$ cat config.mk
export PLATFORM = sky130hd
export DESIGN_NAME = ovs_flag_gen
export DESIGN_NICKNAME = d
export VERILOG_FILES = /design/src/rtl/ovs_pkg.sv /design/src/rtl/ovs_edge.sv /design/src/rtl/ovs_chan.sv /design/src/rtl/ovs_flag_gen.sv
export SDC_FILE = /design/constraint.sdc
export NUM_CORES = 1
export LEC_CHECK = 0
export ABC_AREA = 1
export CAP_MARGIN = 15
export CORE_ASPECT_RATIO = 0.9
export CORE_MARGIN = 1.5
export CORE_UTILIZATION = 55
export DETAILED_ROUTE_END_ITERATION = 6
export PLACE_DENSITY_LB_ADDON = 0.08
export REMOVE_ABC_BUFFERS = 1
export SLEW_MARGIN = 30
export SYNTH_ARGS = -nofsm -noshare
export SYNTH_HDL_FRONTEND = slang
export SYNTH_SLANG_ARGS = --single-unit
$ cat constraint.sdc
create_clock -name clk -period 2.8 [get_ports clk]
set_input_delay 0.28 -clock clk [delete_from_list [all_inputs] [get_ports clk]]
set_output_delay 0.28 -clock clk [all_outputs]
set_load 0.01 [all_outputs]
$ cat src/rtl/ovs_pkg.sv
package ovs_pkg;

    // Consecutive over-scale run seen on one channel
    typedef enum logic [1:0] {
        RUN_NONE = 2'd0,
        RUN_ONE  = 2'd1,
        RUN_PAIR = 2'd2
    } run_e;

    // Per-channel registered state
    typedef struct packed {
        run_e run;
        logic armed;
    } chan_state_t;

    // True when a zero-extended word of the given width sits on either signed rail
    function automatic logic at_rail(input logic [31:0] w, input int unsigned width);
        logic [31:0] neg_code;
        neg_code = 32'd1 << (width - 1);
        return (w == neg_code) || (w == (neg_code - 32'd1));
    endfunction

endpackage

$ cat src/rtl/ovs_edge.sv
module ovs_edge (
    input  logic clk,
    input  logic rst,
    input  logic lrck,
    output logic lr_rise
);
    logic lrck_q;

    always_ff @(posedge clk) begin
        if (rst) lrck_q <= 1'b0;
        else     lrck_q <= lrck;
    end

    assign lr_rise = lrck & ~lrck_q;
endmodule

$ cat src/rtl/ovs_chan.sv
module ovs_chan
    import ovs_pkg::*;
#(
    parameter int unsigned WORD_W = 18,
    parameter int unsigned HOLD   = 4096
) (
    input  logic              clk,
    input  logic              rst,
    input  logic              pwr_dn,
    input  logic              smp_stb,
    input  logic [WORD_W-1:0] word,
    input  logic              lr_rise,
    output logic              flag
);
    localparam int unsigned CNT_W = $clog2(HOLD + 1);
    localparam logic [CNT_W-1:0] HOLD_LOAD = CNT_W'(HOLD);

    chan_state_t      st_q, st_d;
    logic [CNT_W-1:0] hold_q, hold_d;
    logic             over, trigger;

    assign over    = at_rail(32'(word), WORD_W);
    assign trigger = smp_stb & over & (st_q.run != RUN_NONE);

    always_comb begin
        st_d   = st_q;
        hold_d = hold_q;
        if (smp_stb) begin
            if (!over)                   st_d.run = RUN_NONE;
            else if (st_q.run == RUN_NONE) st_d.run = RUN_ONE;
            else                         st_d.run = RUN_PAIR;
        end
        if (trigger) begin
            hold_d    = HOLD_LOAD;
            st_d.armed = 1'b1;
        end else if (lr_rise && hold_q != '0) begin
            hold_d = hold_q - CNT_W'(1);
            if (hold_q == CNT_W'(1)) st_d.armed = 1'b0;
        end
    end

    always_ff @(posedge clk) begin
        if (rst || pwr_dn) begin
            st_q   <= '{run: RUN_NONE, armed: 1'b0};
            hold_q <= '0;
        end else begin
            st_q   <= st_d;
            hold_q <= hold_d;
        end
    end

    assign flag = st_q.armed;
endmodule

$ cat src/rtl/ovs_flag_gen.sv
module ovs_flag_gen #(
    parameter int unsigned WORD_W = 18,
    parameter int unsigned HOLD   = 4096
) (
    input  logic              clk,
    input  logic              rst,
    input  logic              pwr_dn,
    input  logic              smp_stb,
    input  logic [WORD_W-1:0] left_word,
    input  logic [WORD_W-1:0] right_word,
    input  logic              lrck,
    output logic              ovs_left,
    output logic              ovs_right
);
    localparam int unsigned N_CH = 2;

    logic              lr_rise;
    logic [WORD_W-1:0] words [N_CH];
    logic [N_CH-1:0]   flags;

    assign words[0] = left_word;
    assign words[1] = right_word;

    ovs_edge u_edge (
        .clk     (clk),
        .rst     (rst),
        .lrck    (lrck),
        .lr_rise (lr_rise)
    );

    for (genvar ch = 0; ch < N_CH; ch++) begin : g_ch
        ovs_chan #(.WORD_W(WORD_W), .HOLD(HOLD)) u_chan (
            .clk     (clk),
            .rst     (rst),
            .pwr_dn  (pwr_dn),
            .smp_stb (smp_stb),
            .word    (words[ch]),
            .lr_rise (lr_rise),
            .flag    (flags[ch])
        );
    end

    assign ovs_left  = flags[0];
    assign ovs_right = flags[1];
endmodule

## Word level (Yosys, flattened, before mapping)

Index checks and enable logic that the tools add are counted.

- Flip-flop bits (word level): 33
- Input port bits: 41
- Logic and storage cells: 56

- $add $sub $neg: 2
- Eq/ne operators: 6
- Multiplexer cells: 14
- Bitwise gates (word level): 6
- Reduce and logical (&&, ||, !) cells: 19

Operators by type and width:

| kind | number |
|---|---|
| 13-bit two-way mux | 4 |
| 18-bit by 17-bit == test with 1-bit output (second input constant) | 2 |
| 18-bit == test (second input constant) | 2 |
| 13-bit by 1-bit == test with 1-bit output (second input constant) | 2 |
| 13-bit nonzero test | 2 |
| 13-bit by 1-bit subtractor with 13-bit output (second input constant) | 2 |
| 2-bit nonzero test | 6 |
| 2-bit two-way mux | 4 |
| 1-bit two-way mux | 6 |
| 1-bit AND | 5 |
| 2-bit logical NOT | 2 |
| 2-bit AND reduction | 2 |
| 2-bit OR reduction | 2 |
| 1-bit logical OR | 3 |
| 1-bit logical AND | 2 |
| 1-bit inverter | 1 |

## Depth between registers and ports, before layout

Gate-level depths: netlist (run 1).

- Word-level depth: 6
- Depth in mapped cells: 11
- Depth with buffers taken out: 11

## By module

Synthesis (run 1) repeated with hierarchy kept, for this count alone.

- Cells, all modules: 324
- Area total of the unflattened synthesis: 2210.9 um^2

By module, submodules not included:

| module | instances | cells an instance | area an instance (um^2) | seq. area each (um^2) |
|---|---|---|---|---|
| ovs_chan | 2 | 160 | 1089.8 | 320.3 |
| ovs_edge | 1 | 4 | 31.3 | 20.0 |

## Worst setup path before layout (run 1)

No wires, ideal clock.

- Kind: register -> register
- Start point: reg g_ch[1].u_chan.hold_q[0]
- End point: reg g_ch[1].u_chan.hold_q[1]
- Arrival: 1303 ps
- Data required time: 2734 ps
- Setup slack: 1431 ps
- Stages on the path, launching flop included: 10
- Buffers on the path: 1
- Period minus slack after synthesis: 1369 ps
- Cell sequence: dfxtp_1 -> inv_1 -> ha_1 -> nand2_4 -> nor2_4 -> nand2_4 -> nand2_4 -> buf_6 -> or2_1 -> a21oi_2

- Word-level cells in the longest chain between the ends: 2
- Elaborated cells between the ends (all ways): 3
- Classes of those cells: 1 x add/sub; 2 x reduce/logical

RTL lines:

| element | RTL line | text |
|---|---|---|
| from (decl) | ovs_chan.sv:19 | `logic [CNT_W-1:0] hold_q, hold_d;` |
| from (signal assigned) | ovs_chan.sv:48 | `hold_q <= hold_d;` |
| parallel branches: the longest is 2 deep, another holds 13-bit by 1-bit subtractor with 13-bit output | -- |  |

Parallel ways; which one is timed is not known.
A chain may end at the register's enable or synchronous reset.

## Worst setup path in the final report (run 1)

- Start point: in right_word[1]
- End point: reg g_ch[1].u_chan.hold_q[0]

- Word-level cells in the longest chain between the ends: 5
- Elaborated cells between the ends (all ways): 6
- Classes of those cells: 2 x eq/ne; 2 x bitwise; 2 x reduce/logical

RTL lines:

| element | RTL line | text |
|---|---|---|
| from (decl) | ovs_flag_gen.sv:10 | `input logic [WORD_W-1:0] right_word,` |
| 18-bit == test / 18-bit by 17-bit == test with 1-bit output (equally long branches) | ovs_pkg.sv:20 | `return (w == neg_code) \|\| (w == (neg_code - 32'd1));` |
| 1-bit logical OR * | ovs_pkg.sv:20 |  |
| 1-bit AND * (2 in series) | ovs_chan.sv:23 | `assign trigger = smp_stb & over & (st_q.run != RUN_NONE);` |
| 2-bit OR reduction (no line) * | -- |  |

Mark *: on every way between the ends. The rest lies on a longest branch, timed or not.

==> results.yml, run 1 <==
clocking:
  clock_latency_ps: 290
  ctsRootBufferMaster: "sky130_fd_sc_hd__clkbuf_8"
  tritoncts: "done"
  cts.reportedPaths.clkPinSlew_ps: 70
  cts_made_buffers: 5
  clock_tree.htree_level_count: 2
  post-cts-setup-buffer-count: 0
  cts_hold_buffers: 0
  clock_sinks: 33
  clk_path_buf_depth: 2
  ctsResizeCount: 0
outcome:
  status: "completed"
final_layout:
  multiInputGateArea_um2: 1350
  design.final.nets: 434
  sequential_cell_area_um2: 661
  area_added_between_synthesis_and_finish_pct: 23.6
  final.fill_count: 318
  insertedDiodeCount: 0
  layoutNonFillerInstCount: 434
  drive_gt1_share_pct: 8.76
critical_path:
  critical_path.cell_chain: "clkdlybuf4s50_1, or2_0, nor2_1, nand3_1, nand2_1, nand2_1, nand2_1, a21oi_1"
  critPathArrivalTime_ps: 1750
  cp_common_cell: "sky130_fd_sc_hd__nand2_1"
  crit_path_end_kind: "flip-flop"
  worst_path_dominant_cell_family: "simple AND/OR/NAND/NOR gates"
  cp-start-kind: "input pin"
  critical_path.slowest_cell: "sky130_fd_sc_hd__clkdlybuf4s50_1"
  worstPathBufferInverterCount: 1
  crit_path_max_fanout: 12
  worstSetupPathType: "in2reg"
  timing.critical_path.required_ps: 2950
  slowest_delay_ps: 410
placement:
  placement.io_buffers: 42
  placedCellCount: 426
  place.gp.congestion: 0.824
  post-dp-hpwl_um: 3430
detailed_routing:
  viasPerCell: 5.05
  drt_pass1_iterations: 6
  number_of_vias_in_the_routed_layout: 2193
  wl_met3_um: 176
  met2_length_um: 2050
  remaining_drc_errors: 0
  violation_count_after_the_first_detailed_routing_iteration: 114
  drt-met1-wl_um: 2190
  maxUsedRoutingLayer: "met4"
  wire_per_inst_um: 10.3
  final_antenna_net_count: 0
  totalWireLength_um: 4460
logic_synthesis:
  mappedNetlistArea_um2: 2200
  yosysSeqAreaShare_pct: 30.1
  ys.flop_type: "sky130_fd_sc_hd__dfxtp_1"
  synthDominantCellAreaShare_pct: 30.1
  netlist_top_cells_area: "sky130_fd_sc_hd__dfxtp_1 30%, sky130_fd_sc_hd__nand2_1 16%, sky130_fd_sc_hd__nor2_1 12%"
  distinct_cells_synth: 26
  synthTopCellsByCount: "96 x sky130_fd_sc_hd__nand2_1, 71 x sky130_fd_sc_hd__nor2_1, 33 x sky130_fd_sc_hd__dfxtp_1"
  synth_area_per_cell_um2: 6.39
  post-synth-top-count-cell: "sky130_fd_sc_hd__nand2_1"
  ys_seq_elements: 33
  post-synth-top-area-cell: "sky130_fd_sc_hd__dfxtp_1"
  ys_async_sr_fraction_pct: 0
  synth_cells: 344
  number_of_synthesized_flops_with_an_enable_pin: 0
  yosysWarnings: 0
sta:
  fin_crit_ps: 1600
  max_slew_margin_pct: 69.2
  final-hold-violation-count: 0
  rsz0062_at_grt: "no"
  maxClockFrequency_mhz: 623
  skew_ps: 8.78
  finalSetupViolCount: 0
  tightest_slew_ps: 461
  setup_total_negative_slack_ps: 0
  final.period_utilization_pct: 57.3
  drv_slew: 0
floorplan:
  rows: 21
  core_area_um2: 3780
  die-width_um: 69.6
  top_level_ports: 43
  die-area_um2: 4390
  dieHeight_um: 63.0
  floorplan.initialDensity_pct: 58.1
global_routing:
  grt_pass1_wl_um: 8160
  grt_pass1_vias: 2031
  initial_antenna_violation_count: 0
  residual_overflow_from_global_routing: 0
  maximum_number_of_pins_on_one_net_before_global_route_repair: 17
  grt_usage_pct: 22.2
run:
  cap_viol_max_count: 0
min_path:
  worst_hold_path_type: "reg2reg"
stage by stage:
| step | utilization [%] | instance area [µm²] | setup slack, ps | hold slack, ps |
|---|---|---|---|---|
| 2_1_floorplan | - | 2140 | 1430 | 352 |
| 3_3_place_gp | 69.1 | 2620 | 928 | 459 |
| 3_5_place_dp | 69.1 | 2620 | 877 | 464 |
| 4_1_cts | 71.8 | 2720 | 1190 | 475 |
| 5_1_grt | 71.8 | 2720 | 991 | 496 |
| 6_report | 71.8 | 2720 | 1200 | 474 |
registers in the layout, indices dropped and copies added, names as in the netlist:
register            cells
g_ch.u_chan.st_q        4
g_ch.u_chan.hold_q     26
g_ch.u_chan.flag        2
u_edge.lrck_q           1
logic make-up (layout without fill, tap and decap cells):
group / after synthesis / count (layout) / share of synthesized area (%)
simple gates: 223 / 223 / 46.7
buf+inv: 39 / 83 / 8.37
compound gates: 35 / 35 / 8.31
flops: 33 / 33 / 30.1
xor+xnor: 8 / 8 / 3.19
fa+ha+maj: 6 / 6 / 3.41
routing by layer:
metal,GRT usage (%),vias up
met2,38.5,48
met1,28.1,978
met3,4.52,3
met5,0,-
li1,-,1164
met4,6.25,0
path summary, 6_finish.rpt:
| kind | cells past startpoint | startpoint | end | slack [ps] |
|---|---|---|---|---|
| max | 8 | right_word[1] | g_ch[1].u_chan.hold_q[0]$_SDFFE_PP0P_ | 1200 |
| min | 2 | g_ch[0].u_chan.st_q[2]$_SDFFE_PP0P_ | g_ch[0].u_chan.st_q[2]$_SDFFE_PP0P_ | 470 |
| max reg2reg | 10 | g_ch[0].u_chan.hold_q[0]$_SDFFE_PP0P_ | g_ch[0].u_chan.hold_q[9]$_SDFFE_PP0P_ | 1210 |
| min reg2reg | 2 | g_ch[0].u_chan.st_q[2]$_SDFFE_PP0P_ | g_ch[0].u_chan.st_q[2]$_SDFFE_PP0P_ | 470 |
area by class of cell:
| type | instances | area share [%] |
|---|---|---|
| Inverter | 33 | 4.56 |
| Clock buffer | 7 | 3.55 |
| Tap cell | 46 | 2.12 |
| Clock inverter | 1 | 0.184 |
| Timing Repair Buffer | 42 | 15.5 |
| Multi-Input combinational cell | 272 | 49.8 |
| Sequential cell | 33 | 24.3 |
cell usage in the layout, fill, tap and decap left out, types with 2 or more instances in the layout:
cell	Yosys	routed
sky130_fd_sc_hd__dfxtp_1	33	33
sky130_fd_sc_hd__xor2_1	7	7
sky130_fd_sc_hd__nand2_1	96	96
sky130_fd_sc_hd__nand2_2	5	5
sky130_fd_sc_hd__clkdlybuf4s50_1	0	42
sky130_fd_sc_hd__nand3_1	13	13
sky130_fd_sc_hd__a21oi_2	2	2
sky130_fd_sc_hd__nor2_4	5	5
sky130_fd_sc_hd__nand3b_1	6	6
sky130_fd_sc_hd__inv_1	31	31
sky130_fd_sc_hd__clkbuf_8	0	7
sky130_fd_sc_hd__o21ai_0	8	8
sky130_fd_sc_hd__nor2_2	7	7
sky130_fd_sc_hd__inv_2	2	2
sky130_fd_sc_hd__or2_1	3	3
sky130_fd_sc_hd__nor2_1	71	71
sky130_fd_sc_hd__nand2_4	4	4
sky130_fd_sc_hd__ha_1	6	6
sky130_fd_sc_hd__nand4_1	9	9
sky130_fd_sc_hd__a21oi_1	24	24
worst min-delay path, cell delays in order (launching register included):
cell	delay [ps]
sky130_fd_sc_hd__dfxtp_1	310
sky130_fd_sc_hd__nand2_1	60
sky130_fd_sc_hd__a21oi_1	60
Power of run 1 is not shown: default switching activity piles up to over one toggle a cycle in this logic, so the estimate is an artifact.
==> inputs of run 2 (changes only) <==
- CORE_UTILIZATION: 55 -> 52
- clock period: 2.8 -> 1.5 ns (I/O delays scaled with it)
==> run 2 against run 1 <==
Critical path depth is the same. Register-to-register slack lost 1100 ps. Design area grew 7.2%. Global-route usage grew 0.32 points. Hold slack lost 31 ps. Non-clock buffer count grew 18. Clock skew grew 3.4 ps. Via count grew 2.6%.
==> results.yml, run 2 (synthesis results as in run 1) <==
clocking:
  cts_hold_buffers: 0
  tritoncts: "done"
  cts.reportedPaths.clkPinSlew_ps: 70
  clk_path_buf_depth: 2
  clock_latency_ps: 290
  clock_tree.htree_level_count: 2
  ctsRootBufferMaster: "sky130_fd_sc_hd__clkbuf_8"
  clock_sinks: 33
  cts_made_buffers: 5
floorplan:
  floorplan.initialDensity_pct: 54.0
  die-width_um: 71.5
  rows: 22
  dieHeight_um: 64.7
  die-area_um2: 4630
  top_level_ports: 43
  core_area_um2: 4070
sta:
  final-hold-violation-count: 0
  final.period_utilization_pct: 92.4
  fin_crit_ps: 1390
  drv_slew: 0
  skew_ps: 12.2
  max_slew_margin_pct: 83.8
  finalSetupViolCount: 0
  maxClockFrequency_mhz: 722
  tightest_slew_ps: 242
run:
  cap_viol_max_count: 0
critical_path:
  slowest_delay_ps: 360
  cp-start-kind: "flip-flop"
  worstRegToRegCells: 8
  timing.critical_path.required_ps: 1720
  critical_path.cell_chain: "nor2_1, nand2_2, nor2_4, nand2_4, nand2_4, buf_4, nand2_1, a21oi_1"
  r2r-start: "g_ch[1].u_chan.hold_q[5]$_SDFFE_PP0P_"
  crit_path_max_fanout: 6
  critPathArrivalTime_ps: 1610
  cp_common_cell: "sky130_fd_sc_hd__nand2_4"
  r2r-end: "g_ch[1].u_chan.hold_q[5]$_SDFFE_PP0P_"
  crit_path_end_kind: "flip-flop"
  critical_path.slowest_cell: "sky130_fd_sc_hd__dfxtp_1"
  r2r_setup_slk_ps: 110
  worstSetupPathType: "reg2reg"
placement:
  post-dp-hpwl_um: 3720
  placedCellCount: 443
  place.gp.congestion: 0.844
  placement.io_buffers: 42
outcome:
  status: "completed"
min_path:
  timing.hold.worst_path_depth: 2
  min_from: "rst"
  worst_hold_path_type: "in2reg"
  worstHoldEndpoint: "u_edge.lrck_q$_SDFF_PP0_"
global_routing:
  maximum_number_of_pins_on_one_net_before_global_route_repair: 13
  grt_usage_pct: 22.5
  residual_overflow_from_global_routing: 0
  grt_pass1_wl_um: 8420
  initial_antenna_violation_count: 0
  grt_pass1_vias: 2110
final_layout:
  design.final.nets: 452
  most-common-layout-cells: "95 x sky130_fd_sc_hd__nand2_1, 68 x sky130_fd_sc_hd__nor2_1, 42 x sky130_fd_sc_hd__clkdlybuf4s50_1, 31 x sky130_fd_sc_hd__dfxtp_1, 28 x sky130_fd_sc_hd__inv_1"
  area_added_between_synthesis_and_finish_pct: 32.5
  post-route-util_pct: 71.5
  registers.top_by_ff_count: "g_ch.u_chan.hold_q"
  insertedDiodeCount: 0
  commonest_non_fill_non_tap_cell_in_the_layout: "sky130_fd_sc_hd__nand2_1"
  drive_gt1_share_pct: 15.3
  largest_register_ff_count: 26
  layoutNonFillerInstCount: 454
detailed_routing:
  remaining_drc_errors: 0
  violation_count_after_the_first_detailed_routing_iteration: 126
  number_of_vias_in_the_routed_layout: 2250
  wire_per_inst_um: 10.5
  viasPerCell: 4.96
  drt_pass1_iterations: 4
  totalWireLength_um: 4770
  final_antenna_net_count: 0
==> run 2: cell types whose count changed in the layout (fill, tap and decap cells not counted), moves of 3 or more <==
cell	before	now
sky130_fd_sc_hd__buf_4	0	15
sky130_fd_sc_hd__buf_12	0	3
sky130_fd_sc_hd__inv_1	31	28
sky130_fd_sc_hd__nor2_1	71	68
sky130_fd_sc_hd__nor2_4	5	8
==> run 2: per-stage QoR <==
stage               hold WS [ps]  worst slack, ps  setup TNS (ps)  cell area, µm²
floorplan                    222              126               0            2140
detailed placement           469            -82.9           -1440            2770
CTS                          430             39.1               0            2860
global placement             465            -38.1            -734            2770
global route                 453            -14.4           -15.3            2910
finish                       444              115               0            2910
==> run 2: layer usage <==
layer	share of wire, %	global-route usage, %	vias to the layer above
met5	0	0	-
met4	1.3	9.67	0
met3	4.1	5.44	7
met2	46	36.7	48
met1	48	28.4	994
li1	-	-	1201
==> run 2: worst max path at each step <==
stage	start	to	slack (ps)
final	g_ch[1].u_chan.hold_q[5]$_SDFFE_PP0P_	g_ch[1].u_chan.hold_q[5]$_SDFFE_PP0P_	110
after global routing	g_ch[0].u_chan.hold_q[6]$_SDFFE_PP0P_	g_ch[0].u_chan.hold_q[10]$_SDFFE_PP0P_	-10
after CTS	g_ch[1].u_chan.hold_q[0]$_SDFFE_PP0P_	g_ch[1].u_chan.hold_q[3]$_SDFFE_PP0P_	40
after detailed placement	right_word[2]	g_ch[1].u_chan.hold_q[3]$_SDFFE_PP0P_	-80
after global placement	left_word[1]	g_ch[0].u_chan.hold_q[6]$_SDFFE_PP0P_	-40
after floorplan	g_ch[1].u_chan.hold_q[0]$_SDFFE_PP0P_	g_ch[1].u_chan.hold_q[7]$_SDFFE_PP0P_	130
==> run 2: critical path, delay by kind of cell (launching register included) <==
family / cells / cell delay (ps)
buffers and inverters: 1 / 140
DFF: 1 / 360
and+or+nand+nor: 6 / 660
AOI/OAI and AO/OA: 1 / 160
==> run 2: area by class of cell <==
type	instances	area, µm²
clock buffer	5	68.8
clock inverter	3	17.5
fill	349	1160
inverter	33	129
multi-input combinational	272	1380
sequential	33	663
tap	48	60.1
timing repair buffer	60	593
==> run 2: what timing repair did <==
| item | in CTS | in global routing |
|---|---|---|
| buffers inserted | 0 | 3 |
| resized for setup | 0 | 16 |
| setup endpoints to repair | 0 | 18 |
Power of run 2 is left out for the same reason.
